File: src/rtl/bsort_pkg.sv
package bsort_pkg;

    typedef enum logic [3:0] {
        ST_IDLE,
        ST_CLR,
        ST_OTEST,
        ST_ITEST,
        ST_RD_HI,
        ST_CAP_HI,
        ST_CAP_LO,
        ST_HOLD,
        ST_WR_LO,
        ST_WR_HI,
        ST_STEP,
        ST_PASS,
        ST_DONE
    } sort_state_e;

    typedef struct packed {
        logic clr;
        logic hi_load;
        logic lo_load;
        logic hold_load;
        logic we;
        logic sel_lo;
        logic sel_hi;
        logic wsel_hold;
        logic step;
        logic pass_end;
        logic done;
    } sort_ctl_t;

endpackage

File: src/rtl/bsort_index.sv
module bsort_index #(
    parameter int N  = 16,
    parameter int IW = 5,
    parameter int AW = 4
) (
    input  logic          clk,
    input  logic          rst_n,
    input  logic          clr,
    input  logic          step,
    input  logic          pass_end,
    output logic          outer_done,
    output logic          inner_done,
    output logic [AW-1:0] addr_hi,
    output logic [AW-1:0] addr_lo
);

    localparam logic [IW-1:0] LIMIT_INIT = IW'(N);
    localparam logic [IW-1:0] POS_INIT   = IW'(2);

    typedef struct packed {
        logic [IW-1:0] limit;
        logic [IW-1:0] pos;
    } idx_t;

    idx_t idx_d, idx_q;
    logic [IW-1:0] pos_m1, pos_m2;

    always_comb begin
        idx_d = idx_q;
        if (clr) begin
            idx_d.limit = LIMIT_INIT;
            idx_d.pos   = POS_INIT;
        end else if (pass_end) begin
            idx_d.limit = idx_q.limit - IW'(1);
            idx_d.pos   = POS_INIT;
        end else if (step) begin
            idx_d.pos   = idx_q.pos + IW'(1);
        end
    end

    always_ff @(posedge clk or negedge rst_n) begin
        if (!rst_n) begin
            idx_q.limit <= LIMIT_INIT;
            idx_q.pos   <= POS_INIT;
        end else begin
            idx_q <= idx_d;
        end
    end

    // element numbers run from 1; address = element - 1
    assign pos_m1     = idx_q.pos - IW'(1);
    assign pos_m2     = idx_q.pos - IW'(2);
    assign addr_hi    = pos_m1[AW-1:0];
    assign addr_lo    = pos_m2[AW-1:0];
    assign outer_done = (idx_q.limit < IW'(2));
    assign inner_done = (idx_q.pos > idx_q.limit);

endmodule

File: src/rtl/bsort_operands.sv
module bsort_operands #(
    parameter int W = 8
) (
    input  logic         clk,
    input  logic         rst_n,
    input  logic         clr,
    input  logic         hi_load,
    input  logic         lo_load,
    input  logic         hold_load,
    input  logic         wsel_hold,
    input  logic [W-1:0] rdata,
    output logic         lo_gt_hi,
    output logic [W-1:0] wdata
);

    typedef struct packed {
        logic [W-1:0] hi;
        logic [W-1:0] lo;
        logic [W-1:0] hold;
    } opr_t;

    opr_t opr_d, opr_q;

    always_comb begin
        opr_d = opr_q;
        if (clr) begin
            opr_d = '0;
        end else begin
            if (hi_load)   opr_d.hi   = rdata;
            if (lo_load)   opr_d.lo   = rdata;
            if (hold_load) opr_d.hold = opr_q.lo;
        end
    end

    always_ff @(posedge clk or negedge rst_n) begin
        if (!rst_n) begin
            opr_q <= '0;
        end else begin
            opr_q <= opr_d;
        end
    end

    // lower word arrives on rdata in the capture-and-compare state
    assign lo_gt_hi = (rdata > opr_q.hi);
    assign wdata    = wsel_hold ? opr_q.hold : opr_q.hi;

endmodule

File: src/rtl/bsort_ctrl.sv
module bsort_ctrl
    import bsort_pkg::*;
(
    input  logic      clk,
    input  logic      rst_n,
    input  logic      start,
    input  logic      outer_done,
    input  logic      inner_done,
    input  logic      lo_gt_hi,
    output sort_ctl_t ctl
);

    sort_state_e state_d, state_q;

    always_comb begin
        state_d = state_q;
        ctl     = '0;
        unique case (state_q)
            ST_IDLE: ;
            ST_CLR: begin
                ctl.clr = 1'b1;
                state_d = ST_OTEST;
            end
            ST_OTEST: state_d = outer_done ? ST_DONE : ST_ITEST;
            ST_ITEST: state_d = inner_done ? ST_PASS : ST_RD_HI;
            ST_RD_HI: begin
                ctl.sel_hi = 1'b1;
                state_d    = ST_CAP_HI;
            end
            ST_CAP_HI: begin
                ctl.hi_load = 1'b1;
                ctl.sel_lo  = 1'b1;
                state_d     = ST_CAP_LO;
            end
            ST_CAP_LO: begin
                ctl.lo_load = 1'b1;
                state_d     = lo_gt_hi ? ST_HOLD : ST_STEP;
            end
            ST_HOLD: begin
                ctl.hold_load = 1'b1;
                state_d       = ST_WR_LO;
            end
            ST_WR_LO: begin
                ctl.sel_lo = 1'b1;
                ctl.we     = 1'b1;
                state_d    = ST_WR_HI;
            end
            ST_WR_HI: begin
                ctl.sel_hi    = 1'b1;
                ctl.wsel_hold = 1'b1;
                ctl.we        = 1'b1;
                state_d       = ST_STEP;
            end
            ST_STEP: begin
                ctl.step = 1'b1;
                state_d  = ST_ITEST;
            end
            ST_PASS: begin
                ctl.pass_end = 1'b1;
                state_d      = ST_OTEST;
            end
            ST_DONE: ctl.done = 1'b1;
            default: state_d = ST_IDLE;
        endcase
        if (start) state_d = ST_CLR;
    end

    always_ff @(posedge clk or negedge rst_n) begin
        if (!rst_n) begin
            state_q <= ST_IDLE;
        end else begin
            state_q <= state_d;
        end
    end

endmodule

File: src/rtl/bsort_engine.sv
module bsort_engine
    import bsort_pkg::*;
#(
    parameter int W = 8,
    parameter int N = 16
) (
    input  logic                 clk,
    input  logic                 rst_n,
    input  logic                 start,
    output logic [$clog2(N)-1:0] mem_addr,
    output logic                 mem_we,
    output logic [W-1:0]         mem_wdata,
    input  logic [W-1:0]         mem_rdata,
    output logic                 done
);

    localparam int AW = $clog2(N);
    localparam int IW = $clog2(N + 2);

    sort_ctl_t     ctl;
    logic          outer_done, inner_done, lo_gt_hi;
    logic [AW-1:0] addr_hi, addr_lo;

    bsort_ctrl ctrl_i (
        .clk        (clk),
        .rst_n      (rst_n),
        .start      (start),
        .outer_done (outer_done),
        .inner_done (inner_done),
        .lo_gt_hi   (lo_gt_hi),
        .ctl        (ctl)
    );

    bsort_index #(.N(N), .IW(IW), .AW(AW)) index_i (
        .clk        (clk),
        .rst_n      (rst_n),
        .clr        (ctl.clr),
        .step       (ctl.step),
        .pass_end   (ctl.pass_end),
        .outer_done (outer_done),
        .inner_done (inner_done),
        .addr_hi    (addr_hi),
        .addr_lo    (addr_lo)
    );

    bsort_operands #(.W(W)) operands_i (
        .clk       (clk),
        .rst_n     (rst_n),
        .clr       (ctl.clr),
        .hi_load   (ctl.hi_load),
        .lo_load   (ctl.lo_load),
        .hold_load (ctl.hold_load),
        .wsel_hold (ctl.wsel_hold),
        .rdata     (mem_rdata),
        .lo_gt_hi  (lo_gt_hi),
        .wdata     (mem_wdata)
    );

    always_comb begin
        if (ctl.sel_lo)      mem_addr = addr_lo;
        else if (ctl.sel_hi) mem_addr = addr_hi;
        else                 mem_addr = '0;
    end

    assign mem_we = ctl.we;
    assign done   = ctl.done;

endmodule

File: config.mk
export PLATFORM = sky130hd
export DESIGN_NAME = bsort_engine
export DESIGN_NICKNAME = d
export VERILOG_FILES = /design/src/rtl/bsort_pkg.sv /design/src/rtl/bsort_index.sv /design/src/rtl/bsort_operands.sv /design/src/rtl/bsort_ctrl.sv /design/src/rtl/bsort_engine.sv
export SDC_FILE = /design/constraint.sdc
export NUM_CORES = 1
export LEC_CHECK = 0
export ABC_CLOCK_PERIOD_IN_PS = 4000
export BUFFER_PORTS_ARGS = -buffer_cell sky130_fd_sc_hd__buf_2
export CAP_MARGIN = 10
export CORE_MARGIN = 3
export CORE_UTILIZATION = 50
export DETAILED_ROUTE_END_ITERATION = 10
export PLACE_DENSITY_LB_ADDON = 0.3
export SYNTH_ARGS = -nofsm -noshare
export SYNTH_HDL_FRONTEND = slang
export SYNTH_HIERARCHICAL = 1
export SYNTH_SLANG_ARGS = --single-unit
File: constraint.sdc
create_clock -name clk -period 4 [get_ports clk]
set_clock_uncertainty 0.1 [all_clocks]
set_input_delay 0.8 -clock clk [delete_from_list [all_inputs] [get_ports clk]]
set_output_delay 0.8 -clock clk [all_outputs]
set_load 0.01 [all_outputs]
==> impl_metrics.toml, run 1 <==
[run_status]
outcome = "finished, final reports clean"

[power]
total_power_mw = 0.8820
pwr_density_cell_nw_per_um2 = 333.0
leakage_power_of_the_design_nw = 1.213
ir_drop_worst_vdd_uv = 116.8

[yosys]
asyncSetResetFlopFracSynth_pct = 100.0
synth.yosys.warnings = 6
syn-cell-area_um2 = 2426
yosysUniqueCellTypes = 48
yosys_register_bits = 38
synth_flop_cell = "sky130_fd_sc_hd__dfrtp_1"
synth_sequential_area_ratio_pct = 39.30
synth.net_count = 290
synth-edff-count = 0
synthCells = 260
postSynthAreaPerCell_um2 = 9.331

[cts]
cts_sinks = 38
cts.path.max_buffers = 2
clockRootBuffer = "sky130_fd_sc_hd__clkbuf_8"
insertion_delay_of_the_later_clocked_pin_in_the_worst_skew_pair_ns = 0.28
clk_slew_on_worst_s_h_paths_ns = 0.07
cts_buf_count = 5
cts_tree = "yes"
ctsResizeCount = 0
htreeDepth = 2
setup_bufs_post_cts = 0
holdBufCountCts = 0

[finish]
flow.area_growth_from_synthesis_pct = 9.180
finish.instance_area_um2 = 2649
mostFrequentLayoutCell = "sky130_fd_sc_hd__nor2_1"
layout-drive-gt1-share_pct = 16.31
antenna_cells_inserted = 0
fillCellCount = 389
fin_util_pct = 58.81
final_net_count = 311
mostFrequentLayoutCells = "sky130_fd_sc_hd__nor2_1 (42), sky130_fd_sc_hd__dfrtp_1 (36), sky130_fd_sc_hd__mux2i_1 (26), sky130_fd_sc_hd__buf_2 (24), sky130_fd_sc_hd__inv_1 (22)"

[detailed_routing]
first_iteration_detailed_routing_drc_count = 113
drt.antenna.violating_nets = 0
avgRoutedWirePerCell_um = 13.90
vias = 1828
avgViaCountPerCell = 5.473
wl_mm = 4.641
post-route-drc-count = 0
detail_route.first_pass.iterations = 4

[floorplanning]
fp.dieW_um = 75.66
starting_density_of_the_core_pct = 53.86
core_um2 = 4504
die-height_um = 75.66
placementRows = 24
io_pins = 25
dieArea_um2 = 5724

[timing]
min_clock_period_post_route_ns = 2.925
setup_total_negative_slack_ns = 0
finalHoldViolations = 0
fin_crit_sh_pct = 73.13
slew_violations = 0
max_slew.worst_pin.slew_ns = 1.009
fmaxAchievable_ghz = 0.3419
finalHoldWorstSlack_ns = 0.4234
timing.slew.headroom_pct = 32.50
rsz0062_at_grt = "no"
report.final.setup_viol = 0

[setup_path]
crit_path_cell_trace = "nor2b_1 > mux2i_1 > nor2_1 > nor2b_2 > a22o_1 > buf_2"
worst-endpoint-arrival_ns = 2.03
worstSetupStartpointType = "flip-flop"
cp_num_buf_inv = 1
crit_path_class = "reg2out"
cp_data_required_time_ns = 3.10
critical_path.startpoint = "ctrl_i/state_q[2]"
critPathCaptureType = "primary output"
crit_slowest_cell = "sky130_fd_sc_hd__dfrtp_1"
rr_startpoint = "ctrl_i/state_q[2]"
crit_path_max_incr_delay_ns = 0.63
critical_path.top_delay_family = "simple AND/OR/NAND/NOR gates"
cp_max_fo = 17

[placed_design]
postPlaceCellArea_um2 = 2554
finalWeightedCongestion = 0.7954
detailedPlacementHpwl_mm = 3.294
port-buffer-count = 24

[global_route]
grt_start_max_net_pins = 39
overflow = 0
initial_antenna_violation_count = 0
global_route_wire_length_before_repair_mm = 7.645
via_count_of_the_first_global_routing_pass = 1683
groute.usage.overall_pct = 17.64

[job]
maxCapViolations = 0

[worst_hold_path]
worst_hold_launch = "operands_i/opr_q[7]"
worstHoldPathType = "reg2reg"
tightest hold or removal path: cells and delay by family, from the launching register on:
family	cells	cell delay, ns
DFF	1	0.34
muxes	1	0.07
and+or+nand+nor	1	0.08
stage by stage:
step           worst slack, ns  instances
2_1_floorplan            1.743        260
3_3_place_gp             1.455        326
3_5_place_dp             1.415        326
4_1_cts                  1.093        334
5_1_grt                 0.8717        334
6_report                 1.075        334
power by group:
part	internal (mW)	leakage, nW	total [mW]	switching, mW
sequential	0.402	0.519	0.429	0.0263
clock	0.138	0.0472	0.272	0.134
combinational	0.0731	0.648	0.181	0.108
sequential cells by signal, summed over array words and instances, names as in the netlist:
register,count
index_i/idx_q,10
operands_i/opr_q,24
ctrl_i/state_q,4
path summary, 6_finish.rpt:
kind | endpoint | slack, ns | depth (start not counted)
worst max-delay path | mem_addr[0] | 1.07 | 6
worst min-delay path | operands_i/opr_q[7] | 0.42 | 2
worst max register to register | index_i/idx_q[9] | 1.71 | 5
worst min register to register | operands_i/opr_q[7] | 0.42 | 2
max in group asynchronous | operands_i/opr_q[14] | 2.76 | 1
min in group asynchronous | ctrl_i/state_q[3] | 0.51 | 1
cell families (layout without fill, tap and decap cells):
| family | Yosys count | in the layout | synth area share, % |
|---|---|---|---|
| multiplexers | 27 | 27 | 11.19 |
| adder cells (fa/ha/maj) | 19 | 19 | 9.799 |
| AO/OA/AOI/OAI | 39 | 39 | 11.40 |
| AND/OR/NAND/NOR | 91 | 91 | 17.64 |
| XOR/XNOR | 10 | 10 | 3.610 |
| flip-flops | 38 | 38 | 39.30 |
| buffers and inverters | 36 | 58 | 7.065 |
area by class of cell:
class                   instances  area [um2]  area share, %
clock buffers                   6       82.58          3.118
flip-flops and latches         38       953.4          35.99
multi-input cells             186        1306          49.31
repair buffers                 27       142.6          5.385
well taps                      52       65.06          2.456
clock inverters                 2       12.51         0.4724
inverters                      23       86.33          3.259
per-layer routing:
metal  share of wire [%]  global-route usage, %  vias up  routed length (um)
met3                 2.5                  4.354        2                 115
met4                0.71                  6.408        0                  33
li1                    -                      -      932                   -
met1                  50                  23.74      875                2329
met5                   0                      0        -                   0
met2                  47                  27.61       19                2162
synth_stat cells (2+ instances only):
library cell               instances  area share (%)
sky130_fd_sc_hd__a21oi_1           6             1.2
sky130_fd_sc_hd__a22o_1            2            0.72
sky130_fd_sc_hd__and2_1            2            0.52
sky130_fd_sc_hd__buf_2             4            0.83
sky130_fd_sc_hd__buf_4             6             1.9
sky130_fd_sc_hd__dfrtp_1          36              37
sky130_fd_sc_hd__dfstp_2           2             2.2
sky130_fd_sc_hd__ha_1             19             9.8
sky130_fd_sc_hd__inv_1            22             3.4
sky130_fd_sc_hd__mux2i_1          26              11
sky130_fd_sc_hd__nand2_1          20             3.1
sky130_fd_sc_hd__nand2b_1          6             1.5
sky130_fd_sc_hd__nand4_1           3            0.77
sky130_fd_sc_hd__nor2_1           42             6.5
sky130_fd_sc_hd__nor2b_1           2            0.52
sky130_fd_sc_hd__nor3_1            5             1.0
sky130_fd_sc_hd__nor4_1            2            0.52
sky130_fd_sc_hd__o211ai_1          2            0.62
sky130_fd_sc_hd__o21a_1            2            0.62
sky130_fd_sc_hd__o21ai_0          12             2.5
sky130_fd_sc_hd__o221ai_1          2            0.72
sky130_fd_sc_hd__o31a_1            2            0.72
sky130_fd_sc_hd__or3_1             2            0.52
sky130_fd_sc_hd__xnor2_1           6             2.2
sky130_fd_sc_hd__xor2_1            4             1.4
Power figures use the tool's default switching activity.
==> inputs of run 2 (changes only) <==
--- a/config.mk
+++ b/config.mk
@@ -5,7 +5,7 @@
 export SDC_FILE = /design/constraint.sdc
 export NUM_CORES = 1
 export LEC_CHECK = 0
-export ABC_CLOCK_PERIOD_IN_PS = 4000
+export ABC_CLOCK_PERIOD_IN_PS = 2800
 export BUFFER_PORTS_ARGS = -buffer_cell sky130_fd_sc_hd__buf_2
 export CAP_MARGIN = 10
 export CORE_MARGIN = 3
==> constraint.sdc (replaced) <==
create_clock -name clk -period 2.8 [get_ports clk]
set_clock_uncertainty 0.1 [all_clocks]
set_input_delay 0.56 -clock clk [delete_from_list [all_inputs] [get_ports clk]]
set_output_delay 0.56 -clock clk [all_outputs]
set_load 0.01 [all_outputs]
==> impl_metrics.toml, run 2 (same netlist as run 1, synthesis figures left out) <==
[finish]
flow.area_growth_from_synthesis_pct = 10.42
layout-drive-gt1-share_pct = 17.48
mostFrequentLayoutCells = "sky130_fd_sc_hd__nor2_1 (42), sky130_fd_sc_hd__dfrtp_1 (36), sky130_fd_sc_hd__mux2i_1 (26), sky130_fd_sc_hd__buf_2 (24), sky130_fd_sc_hd__inv_1 (22)"
mostFrequentLayoutCell = "sky130_fd_sc_hd__nor2_1"
largest_registers = "operands_i/opr_q (24), index_i/idx_q (10), ctrl_i/state_q (4)"
antenna_cells_inserted = 0
regMostFlops = "operands_i/opr_q"
final_net_count = 315
largest_register_ffs = 24

[setup_path]
critPathCaptureType = "primary output"
crit_path_max_incr_delay_ns = 0.51
cp_num_buf_inv = 1
worst-endpoint-arrival_ns = 1.89
crit_path_class = "reg2out"
critical_path.top_delay_family = "simple AND/OR/NAND/NOR gates"
crit_slowest_cell = "sky130_fd_sc_hd__dfrtp_1"
cp_max_fo = 12
crit_path_cell_trace = "nor2b_1 > mux2i_1 > nor2_1 > nor2b_2 > a22o_1 > buf_2"
cp_data_required_time_ns = 2.14
worstSetupStartpointType = "flip-flop"

[global_route]
via_count_of_the_first_global_routing_pass = 1773
groute.usage.overall_pct = 18.77
met1_usage_pct = 25.17
top_usage_layer = "met2"
gr-usage-met3_pct = 5.013
global_route_wire_length_before_repair_mm = 8.066
global_route.usage.met2_pct = 29.05
grt_start_max_net_pins = 39
initial_antenna_violation_count = 0
overflow = 0

[cts]
cts_sinks = 38
cts_buf_count = 5
holdBufCountCts = 0
clk_slew_on_worst_s_h_paths_ns = 0.08
insertion_delay_of_the_later_clocked_pin_in_the_worst_skew_pair_ns = 0.30
cts.path.max_buffers = 2
setup_bufs_post_cts = 0
htreeDepth = 2
ctsResizeCount = 0
cts_tree = "yes"
clockRootBuffer = "sky130_fd_sc_hd__clkbuf_8"

[power]
pwr_density_cell_nw_per_um2 = 476.4
power.share.switching_pct = 31.28
cell_internal_pwr_mw = 0.8770
pwr-share-clk_pct = 31.9
leakage_power_of_the_design_nw = 1.236
combinationalPowerShare_pct = 20.5
total_power_mw = 1.276
seq_pwr_share_pct = 47.6
p_switching_mw = 0.3992
ir_drop_worst_vdd_uv = 185.7

[detailed_routing]
wl_mm = 4.653
first_iteration_detailed_routing_drc_count = 150
vias = 1842
drt.antenna.violating_nets = 0
detail_route.first_pass.iterations = 4
avgViaCountPerCell = 5.450
avgRoutedWirePerCell_um = 13.77
post-route-drc-count = 0

[timing]
report.final.setup_viol = 0
finalHoldViolations = 0
min_clock_period_post_route_ns = 2.548
fin_crit_sh_pct = 90.99
fmaxAchievable_ghz = 0.3925
setup_total_negative_slack_ns = 0
timing.slew.headroom_pct = 44.42
max_slew.worst_pin.slew_ns = 0.8338
slew_violations = 0
rsz0062_at_grt = "no"

[worst_hold_path]
worstHoldPathType = "in2async"

[floorplanning]
starting_density_of_the_core_pct = 53.86
core_um2 = 4504
dieArea_um2 = 5724
die-height_um = 75.66
placementRows = 24
fp.dieW_um = 75.66
io_pins = 25

[run_status]
outcome = "finished, final reports clean"

[job]
maxCapViolations = 0

[placed_design]
detailedPlacementHpwl_mm = 3.254
port-buffer-count = 24
finalWeightedCongestion = 0.8014
run 2: path summary, 6_finish.rpt:
check | slack, ns | cells past startpoint | from | endpoint
worst max-delay path | 0.25 | 6 | ctrl_i/state_q[3] | mem_addr[0]
worst min-delay path | 0.25 | 1 | rst_n | ctrl_i/state_q[1]
worst max register to register | 0.73 | 7 | index_i/idx_q[9] | ctrl_i/state_q[1]
worst min register to register | 0.42 | 2 | operands_i/opr_q[14] | operands_i/opr_q[6]
max in group asynchronous | 1.82 | 1 | rst_n | index_i/idx_q[0]
min in group clk | 0.35 | 2 | start | ctrl_i/state_q[3]
run 2: cell type report:
class                           count  area (um2)
Fill cell                         401        1826
Multi-Input combinational cell    186        1306
Sequential cell                    38       953.4
Timing Repair Buffer               31       172.7
Inverter                           23       86.33
Clock buffer                        6       82.58
Tap cell                           52       65.06
Clock inverter                      2       12.51
run 2: power groups by stage:
stage / sequential (mW) / clock, mW / combinational (mW)
floorplan: 0.600 / 0 / 0.203
global placement: 0.618 / 0 / 0.261
detailed placement: 0.618 / 0 / 0.262
CTS: 0.607 / 0.423 / 0.263
global route: 0.613 / 0.440 / 0.299
finish: 0.608 / 0.407 / 0.261
run 2: per-layer routing:
layer | vias to the layer above | wire length (um)
li1 | 929 | -
met2 | 38 | 2150
met5 | - | 0
met4 | 0 | 66
met3 | 6 | 256
met1 | 869 | 2180
run 2: stage by stage:
stage                     cells  hold slack, ns  setup WS (ns)  cell area [um2]  util, %
after floorplan             260          0.1644         0.7827             2426        -
after global placement      330          0.4004         0.5612             2584    57.36
after detailed placement    330          0.4096         0.5530             2584    57.36
after CTS                   338          0.2890         0.2399             2679    59.47
after global routing        338          0.3357        0.06853             2679    59.47
final                       338          0.2496         0.2522             2679    59.47
==> inputs of run 3 (changes only) <==
--- a/config.mk
+++ b/config.mk
@@ -8,6 +8,7 @@
 export ABC_CLOCK_PERIOD_IN_PS = 2800
 export BUFFER_PORTS_ARGS = -buffer_cell sky130_fd_sc_hd__buf_2
 export CAP_MARGIN = 10
+export CORE_ASPECT_RATIO = 2
 export CORE_MARGIN = 3
 export CORE_UTILIZATION = 50
 export DETAILED_ROUTE_END_ITERATION = 10
==> impl_metrics.toml, run 3 (same netlist as run 1, synthesis figures left out) <==
[finish]
regMostFlops = "operands_i/opr_q"
largest_register_ffs = 24
layout-drive-gt1-share_pct = 18.06
largest_registers = "operands_i/opr_q (24), index_i/idx_q (10), ctrl_i/state_q (4)"
finish.instance_area_um2 = 2745
mostFrequentLayoutCell = "sky130_fd_sc_hd__nor2_1"
antenna_cells_inserted = 0
flow.area_growth_from_synthesis_pct = 13.15
mostFrequentLayoutCells = "sky130_fd_sc_hd__nor2_1 (42), sky130_fd_sc_hd__dfrtp_1 (36), sky130_fd_sc_hd__mux2i_1 (26), sky130_fd_sc_hd__buf_2 (24), sky130_fd_sc_hd__inv_1 (22)"
final_net_count = 317

[cts]
ctsResizeCount = 0
clk_slew_on_worst_s_h_paths_ns = 0.08
cts_sinks = 38
htreeDepth = 2
cts_tree = "yes"
holdBufCountCts = 0
clockRootBuffer = "sky130_fd_sc_hd__clkbuf_8"
cts_buf_count = 5
insertion_delay_of_the_later_clocked_pin_in_the_worst_skew_pair_ns = 0.30
cts.path.max_buffers = 2
setup_bufs_post_cts = 0

[detailed_routing]
first_iteration_detailed_routing_drc_count = 45
post-route-drc-count = 0
avgViaCountPerCell = 5.551
drt.antenna.violating_nets = 0
avgRoutedWirePerCell_um = 15.16
detail_route.first_pass.iterations = 4
vias = 1904
wl_mm = 5.201

[timing]
post-route-worst-setup-slack_ns = 0.2290
slew_violations = 0
fin_crit_sh_pct = 91.82
finalHoldViolations = 0
report.final.setup_viol = 0
max_slew.worst_pin.slew_ns = 0.8598
setup_total_negative_slack_ns = 0
fmaxAchievable_ghz = 0.3890
rsz0062_at_grt = "no"
timing.slew.headroom_pct = 42.68
min_clock_period_post_route_ns = 2.571

[worst_hold_path]
worstHoldPathType = "in2async"

[power]
leakage_power_of_the_design_nw = 1.270
p_switching_mw = 0.4043
combinationalPowerShare_pct = 19.0
cell_internal_pwr_mw = 1.066
total_power_mw = 1.471
ir_drop_worst_vdd_uv = 457.5
pwr-share-clk_pct = 39.8
pwr_density_cell_nw_per_um2 = 535.7
power.share.switching_pct = 27.49
seq_pwr_share_pct = 41.1

[placed_design]
postPlaceCellArea_um2 = 2603
detailedPlacementHpwl_mm = 3.863
finalWeightedCongestion = 0.7942
dp_slack_ns = 0.5132
port-buffer-count = 24

[setup_path]
critPathCaptureType = "primary output"
cp_max_fo = 12
cp_data_required_time_ns = 2.14
setup.reg_to_reg.worst_slack_ns = 0.70
worst-endpoint-arrival_ns = 1.91
worstSetupStartpointType = "flip-flop"
crit_slowest_cell = "sky130_fd_sc_hd__dfrtp_1"
crit_path_max_incr_delay_ns = 0.57
crit_path_cell_trace = "and2b_1 > mux2i_1 > nor2_1 > nor2b_2 > a22o_1 > buf_2"
crit_path_class = "reg2out"

[floorplanning]
core_um2 = 4642
io_pins = 25
placementRows = 35
starting_density_of_the_core_pct = 52.26
fp.dieW_um = 55.26
dieArea_um2 = 5775
die-height_um = 104.5

[job]
maxCapViolations = 0

[global_route]
grt_start_max_net_pins = 39
overflow = 0
groute.usage.overall_pct = 19.12
initial_antenna_violation_count = 0
global_route_wire_length_before_repair_mm = 8.901
via_count_of_the_first_global_routing_pass = 1966

[run_status]
outcome = "finished, final reports clean"
run 3: cell types whose count changed in the layout (fill, tap and decap cells not counted), sizes merged:
cell	before	now
clkinv	1	0
bufinv	0	2
buf	31	33
clkinvlp	1	0
run 3: routing by layer:
metal  vias to the layer above  global-route usage (%)  share of wire [%]
met1                       905                   19.79                 37
li1                        931                       -                  -
met3                        14                   2.360                3.5
met4                         0                   7.826                2.5
met5                         -                       0                  0
met2                        54                   37.03                 56
run 3: through the flow:
| stage | instances | utilization (%) | hold WS [ns] |
|---|---|---|---|
| 2_1_floorplan | 260 | - | 0.1644 |
| 3_3_place_gp | 335 | 56.06 | 0.3999 |
| 3_5_place_dp | 335 | 56.06 | 0.4097 |
| 4_1_cts | 343 | 59.14 | 0.2983 |
| 5_1_grt | 343 | 59.14 | 0.3446 |
| 6_report | 343 | 59.14 | 0.2703 |
run 3: final timing paths:
check | to | cells after the start | startpoint
worst max register to register | ctrl_i/state_q[3] | 7 | index_i/idx_q[9]
worst min-delay path | ctrl_i/state_q[3] | 1 | rst_n
worst min register to register | operands_i/opr_q[12] | 2 | operands_i/opr_q[12]
worst max-delay path | mem_addr[0] | 6 | ctrl_i/state_q[3]
min in group clk | ctrl_i/state_q[1] | 2 | start
max in group asynchronous | index_i/idx_q[8] | 1 | rst_n
run 3: final cells by class:
| type | instances | area (um2) |
|---|---|---|
| Timing Repair Buffer | 33 | 187.7 |
| Inverter | 23 | 86.33 |
| Clock inverter | 2 | 60.06 |
| Fill cell | 432 | 1897 |
| Multi-Input combinational cell | 186 | 1306 |
| Clock buffer | 6 | 82.58 |
| Tap cell | 55 | 68.82 |
| Sequential cell | 38 | 953.4 |
run 3: worst max-delay path, delay by kind of cell (launching register included):
kind | cells | cell delay [ns]
buffers and inverters | 1 | 0.13
multiplexers | 1 | 0.08
AO/OA/AOI/OAI | 1 | 0.19
AND/OR/NAND/NOR | 3 | 0.65
flip-flops | 1 | 0.57
run 3: power by group through the flow:
stage          clock, mW  combinational (mW)  sequential [mW]
3_5_place_dp           0               0.282            0.615
3_3_place_gp           0               0.277            0.614
6_report           0.586               0.280            0.605
2_1_floorplan          0               0.203            0.600
5_1_grt            0.611               0.314            0.610
4_1_cts            0.595               0.283            0.604
